<file path="config.mk">
export PLATFORM = sky130hd
export DESIGN_NAME = chip_reset_sequencer
export DESIGN_NICKNAME = d
export VERILOG_FILES = /design/src/rtl/rst_seq_pkg.sv /design/src/rtl/rst_pulse_filter.sv /design/src/rtl/rst_bor_gate.sv /design/src/rtl/rst_pwrt.sv /design/src/rtl/chip_reset_sequencer.sv
export SDC_FILE = /design/constraint.sdc
export NUM_CORES = 1
export LEC_CHECK = 0
export BUFFER_PORTS_ARGS = -buffer_cell sky130_fd_sc_hd__buf_4
export CAP_MARGIN = 15
export CORE_ASPECT_RATIO = 1.5
export CORE_MARGIN = 5
export CORE_UTILIZATION = 58
export DETAILED_ROUTE_END_ITERATION = 8
export GPL_TIMING_DRIVEN = 0
export PLACE_DENSITY_LB_ADDON = 0.12
export SYNTH_ARGS = -nofsm -noshare
export SYNTH_HDL_FRONTEND = slang
export SYNTH_SLANG_ARGS = --single-unit
export TNS_END_PERCENT = 10
</file>
<file path="constraint.sdc">
create_clock -name clk -period 3.35 [get_ports clk]
set_input_delay 0.335 -clock clk [delete_from_list [all_inputs] [get_ports clk]]
set_output_delay 0.335 -clock clk [all_outputs]
set_load 0.005 [all_outputs]
</file>
<file path="src/rtl/rst_seq_pkg.sv">
package rst_seq_pkg;

   typedef enum logic [1:0] {
      BOR_OFF   = 2'd0,
      BOR_SW    = 2'd1,
      BOR_AWAKE = 2'd2,
      BOR_ON    = 2'd3
   } bor_mode_e;

   typedef enum logic [1:0] {
      CAUSE_POR  = 2'd0,
      CAUSE_BOR  = 2'd1,
      CAUSE_MCLR = 2'd2,
      CAUSE_WDT  = 2'd3
   } rst_cause_e;

   function automatic int cnt_width(input int limit);
      return (limit > 1) ? $clog2(limit + 1) : 1;
   endfunction

endpackage

</file>
<file path="src/rtl/rst_pulse_filter.sv">
module rst_pulse_filter
   import rst_seq_pkg::*;
#(
   parameter int LEN = 8
) (
   input  logic clk,
   input  logic rst,
   input  logic raw,
   output logic pass
);

   generate
      if (LEN < 0) begin : g_bad
         $error("rst_pulse_filter: LEN must not be negative");
      end

      if (LEN == 0) begin : g_direct
         logic q;
         always_ff @(posedge clk) begin
            if (rst) q <= 1'b0;
            else     q <= raw;
         end
         assign pass = q;
      end else begin : g_count
         localparam int CW = cnt_width(LEN);
         localparam logic [CW-1:0] LIM = CW'(LEN);
         logic [CW-1:0] cnt;

         always_ff @(posedge clk) begin
            if (rst)           cnt <= '0;
            else if (!raw)     cnt <= '0;
            else if (cnt != LIM) cnt <= cnt + 1'b1;
         end
         assign pass = (cnt == LIM);


         rose_needs_raw_chk: assert property (@(posedge clk) disable iff (rst)
            $rose(pass) |-> $past(raw));

         drop_clears_chk: assert property (@(posedge clk) disable iff (rst)
            !raw |=> !pass);
      end
   endgenerate

endmodule

</file>
<file path="src/rtl/rst_bor_gate.sv">
module rst_bor_gate
   import rst_seq_pkg::*;
(
   input  logic [1:0] mode,
   input  logic       sw_en,
   input  logic       sleeping,
   output logic       det_en
);

   bor_mode_e m;
   assign m = bor_mode_e'(mode);

   always_comb begin
      unique case (m)
         BOR_OFF:   det_en = 1'b0;
         BOR_SW:    det_en = sw_en;
         BOR_AWAKE: det_en = !sleeping;
         BOR_ON:    det_en = 1'b1;
         default:   det_en = 1'b0;
      endcase
   end

endmodule

</file>
<file path="src/rtl/rst_pwrt.sv">
module rst_pwrt
   import rst_seq_pkg::*;
#(
   parameter int TERM = 2048
) (
   input  logic clk,
   input  logic rst,
   input  logic restart,
   input  logic enable,
   input  logic lf_tick,
   output logic busy
);

   localparam int CW = cnt_width(TERM);
   localparam logic [CW-1:0] LAST = CW'(TERM - 1);

   generate
      if (TERM < 1) begin : g_bad
         $error("rst_pwrt: TERM must be at least 1");
      end
   endgenerate

   logic [CW-1:0] cnt;

   always_ff @(posedge clk) begin
      if (rst || restart) begin
         busy <= enable;
         cnt  <= '0;
      end else if (busy && lf_tick) begin
         if (cnt == LAST) begin
            busy <= 1'b0;
            cnt  <= '0;
         end else begin
            cnt <= cnt + 1'b1;
         end
      end
   end


   count_hold_chk: assert property (@(posedge clk) disable iff (rst)
      (busy && !restart && !lf_tick) |=> ($stable(cnt) && busy));

endmodule

</file>
<file path="src/rtl/chip_reset_sequencer.sv">
module chip_reset_sequencer
   import rst_seq_pkg::*;
#(
   parameter int PWRT_TERM = 2048,
   parameter int BOR_MIN   = 16,
   parameter int MCLR_MIN  = 8
) (
   input  logic       clk,
   input  logic       por_req,
   input  logic       bod_below,
   input  logic       mclr_pin_n,
   input  logic       wdt_pulse,
   input  logic       lf_tick,
   input  logic [1:0] cfg_bor_mode,
   input  logic       cfg_sw_bor_en,
   input  logic       sleep_mode,
   input  logic       cfg_pwrt_off,
   input  logic       cfg_mclr_en,
   input  logic [1:0] flag_clr,
   output logic       chip_rst,
   output logic [1:0] rst_cause,
   output logic       flag_por,
   output logic       flag_bor
);

   logic bor_en, bor_hit, mclr_hit, pwrt_busy;

   rst_bor_gate u_gate (
      .mode     (cfg_bor_mode),
      .sw_en    (cfg_sw_bor_en),
      .sleeping (sleep_mode),
      .det_en   (bor_en)
   );

   rst_pulse_filter #(.LEN(BOR_MIN)) u_bor_filt (
      .clk  (clk),
      .rst  (por_req),
      .raw  (bod_below && bor_en),
      .pass (bor_hit)
   );

   rst_pulse_filter #(.LEN(MCLR_MIN)) u_mclr_filt (
      .clk  (clk),
      .rst  (por_req),
      .raw  (cfg_mclr_en && !mclr_pin_n),
      .pass (mclr_hit)
   );

   rst_pwrt #(.TERM(PWRT_TERM)) u_pwrt (
      .clk     (clk),
      .rst     (por_req),
      .restart (bor_hit),
      .enable  (!cfg_pwrt_off),
      .lf_tick (lf_tick),
      .busy    (pwrt_busy)
   );

   logic any_src;
   assign any_src = por_req || bor_hit || mclr_hit || wdt_pulse;

   always_ff @(posedge clk) begin
      chip_rst <= any_src || pwrt_busy;
      if (por_req)        rst_cause <= CAUSE_POR;
      else if (bor_hit)   rst_cause <= CAUSE_BOR;
      else if (mclr_hit)  rst_cause <= CAUSE_MCLR;
      else if (wdt_pulse) rst_cause <= CAUSE_WDT;

      if (por_req)          flag_por <= 1'b1;
      else if (flag_clr[0]) flag_por <= 1'b0;

      if (por_req)          flag_bor <= 1'b0;
      else if (bor_hit)     flag_bor <= 1'b1;
      else if (flag_clr[1]) flag_bor <= 1'b0;
   end


   pwrt_holds_rst_chk: assert property (@(posedge clk) disable iff (por_req)
      pwrt_busy |=> chip_rst);

   bor_sets_flag_chk: assert property (@(posedge clk) disable iff (por_req)
      bor_hit |=> flag_bor);

   wdt_only_chk: assert property (@(posedge clk) disable iff (por_req)
      (wdt_pulse && !bor_hit && !mclr_hit) |=> (chip_rst && rst_cause == CAUSE_WDT));

endmodule

</file>
==> reports/metrics.yaml <==
status:
  outcome: "completed"
synth:
  syn_nets: 146
  yosysMostFrequentCell: "dfxtp_1"
  syn-instance-count: 127
  yosysSeqAreaShare_pct: 46.3
  synth-edff-count: 1
  synth.largest_area_cell: "dfxtp_1"
  ys_ff_latch: 27
  ys_async_sr_fraction_pct: 0
  synth_top_area_share_pct: 43.8
  ys_types: 30
  synthFlopType: "dfxtp_1"
  synth.area.top_cells: "dfxtp_1, nor2_1, xor2_1"
  ys_top_cells_by_count: "dfxtp_1, nor2_1, nand2_1, xor2_1"
  synth_area_um2: 1190
  syn_avg_cell_area_um2: 9.36
  yosys_warnings: 0
sta:
  fin_crit_ns: 1.90
  finalClockSkew_ns: 0.00189
  period_share_pct: 56.8
  worst_slew_pin_slew_ns: 0.618
  slew_viol_final: 0
  slew_headroom_pct: 58.7
  final-setup-viol-count: 0
  finalSetupTns_ns: 0
  rsz0062_at_grt: "false"
  fmax_ghz: 0.526
  final_hold_viol_count: 0
routing:
  drtIter0Drc: 16
  drt_pre_antenna_iters: 4
  drc: 0
  vias: 907
  drtAntennaViolNets: 0
  wl_um: 2210
  post_drt_wl_per_cell_um: 12.9
  viasPerCell: 5.30
critical_path:
  worstSetupPathType: "flop to flop"
  cp-end-kind: "flop"
  arrival_ns: 1.88
  worst_ep_required_time_ns: 3.33
  path_max_fanout: 10
  start_kind: "flop"
  reg2reg_depth: 4
cts:
  ctsResizeCount: 0
  htree_num_levels: 1
  cts.sinks: 27
  cts-root-buf: "clkbuf_4"
  cts_tree: "yes"
  numCtsBuffers: 3
  cts_max_path_buffers: 2
  clock_latency_ns: 0.32
  path_clk_slew_ns: 0.14
  hold_buffers: 0
  post_cts_buffers: 0
cells_and_area:
  nets: 169
  regArea_um2: 551
  final_cell_count_no_fill: 171
  fin_util_pct: 68.9
  area_delta_synth_final_pct: 16.0
  multi_input_area_um2: 607
  diodes: 0
  drive_above_1_share_pct: 18.1
  n_fill_cell: 168
floorplan:
  core_um2: 2000
  die_w_um: 47.0
  die_area_um2: 3070
  die_height_um: 65.4
  rows: 20
  ios: 19
  start_util_pct: 59.4
power_and_ir_drop:
  pwr_density_cell_nw_per_um2: 372
  vdd_drop_max_v: 0.000262
  total_power_uw: 513
  leakage_nw: 0.569
min_path:
  holdPathStages: 2
  hold_class: "input pin to flop"
global_route:
  gr-total-overflow: 0
  grt_max_degree: 16
  grt_first_pass_wirelength_um: 4090
  grt_pass1_vias: 1031
  track_usage_pct: 17.9
  antenna_found_initial: 0
place:
  place_inst: 167
  place_congestion: 0.783
  hpwl_um: 1770
  io_buffers: 18
job:
  maxCapViolCount: 0
[sequential cells by signal, summed over array words and instances, names as in the netlist]
| register | cells |
|---|---|
| u_pwrt.cnt | 12 |
| flag_bor | 1 |
| flag_por | 1 |
| u_mclr_filt.g_count.cnt | 4 |
| u_pwrt.busy | 1 |
| rst_cause | 2 |
| u_bor_filt.g_count.cnt | 5 |
| chip_rst | 1 |
[cell usage in the layout (no fill, tap or decap)]
master	count
dfxtp_1	26
nor2_1	21
buf_4	18
nand2_1	9
xor2_1	9
nand3_1	8
xnor2_1	8
inv_1	6
nor3_1	5
ha_1	5
a21oi_1	4
nand4_1	3
nor4_1	3
clkbuf_4	3
nand2b_1	2
mux2i_1	2
nor4bb_1	1
clkbuf_2	1
or2_1	1
and3b_1	1
clkbuf_1	1
or4_1	1
and4_4	1
and3_2	1
nand2_4	1
o41ai_4	1
a22o_1	1
nand3b_1	1
and3_1	1
o21bai_1	1
a21o_1	1
clkinv_2	1
edfxtp_1	1
[area by class of cell]
class	instances	area share [%]
Inverter	6	1.63
Clock inverter	1	0.363
Clock buffer	3	1.63
Sequential cell	27	39.9
Timing Repair Buffer	18	9.80
Buffer	2	0.635
Tap cell	22	2.00
Multi-Input combinational cell	92	44.0
[layer usage]
layer / vias up / GRT usage [%] / wire length [um]
met5: - / 0 / 0
met4: 0 / 6.92 / 30
met3: 4 / 3.56 / 93
met2: 19 / 32.1 / 1180
met1: 413 / 19.3 / 911
li1: 471 / - / -
[stage by stage]
stage	setup slack, ns	hold slack [ns]	cell area (um^2)
after floorplan	1.66	0.404	1190
after global placement	1.49	0.440	1350
after detailed placement	1.45	0.467	1350
after CTS	1.42	0.193	1380
after global routing	1.34	0.182	1380
final	1.45	0.202	1380
[path summary, 6_finish.rpt]
check	start	to	slack, ns
worst max-delay path	u_pwrt.cnt[0]$_SDFFE_PP0P_	u_pwrt.busy$_SDFFCE_PN0P_	1.45
worst min-delay path	por_req	flag_bor$_SDFFE_PP0P_	0.20
worst max register to register	u_pwrt.cnt[0]$_SDFFE_PP0P_	u_pwrt.busy$_SDFFCE_PN0P_	1.45
worst min register to register	flag_bor$_SDFFE_PP0P_	flag_bor$_SDFFE_PP0P_	0.48
[logic make-up (layout without fill, tap and decap cells)]
family | after synthesis | after routing | synth area share, %
buffers and inverters | 8 | 30 | 2.63
xor gates and xnor gates | 17 | 17 | 12.5
muxes | 2 | 2 | 1.68
DFF | 27 | 27 | 46.3
and+or+nand+nor | 60 | 60 | 25.6
adders and majority gates | 5 | 5 | 5.26
AOI/OAI and AO/OA | 8 | 8 | 6.00
[power breakdown]
part	switching (mW)	leakage [nW]	internal, mW
registers	0.00541	0.221	0.330
logic	0.0168	0.330	0.0223
clock network	0.0938	0.0177	0.0447
total	0.116	0.569	0.397
[critical path, stage by stage (launching register included)]
cell	delay [ns]
dfxtp_1	0.40
ha_1	0.19
and4_4	0.27
nand2_4	0.07
o41ai_4	0.62
No activity file was read; power rests on OpenSTA's default activity.
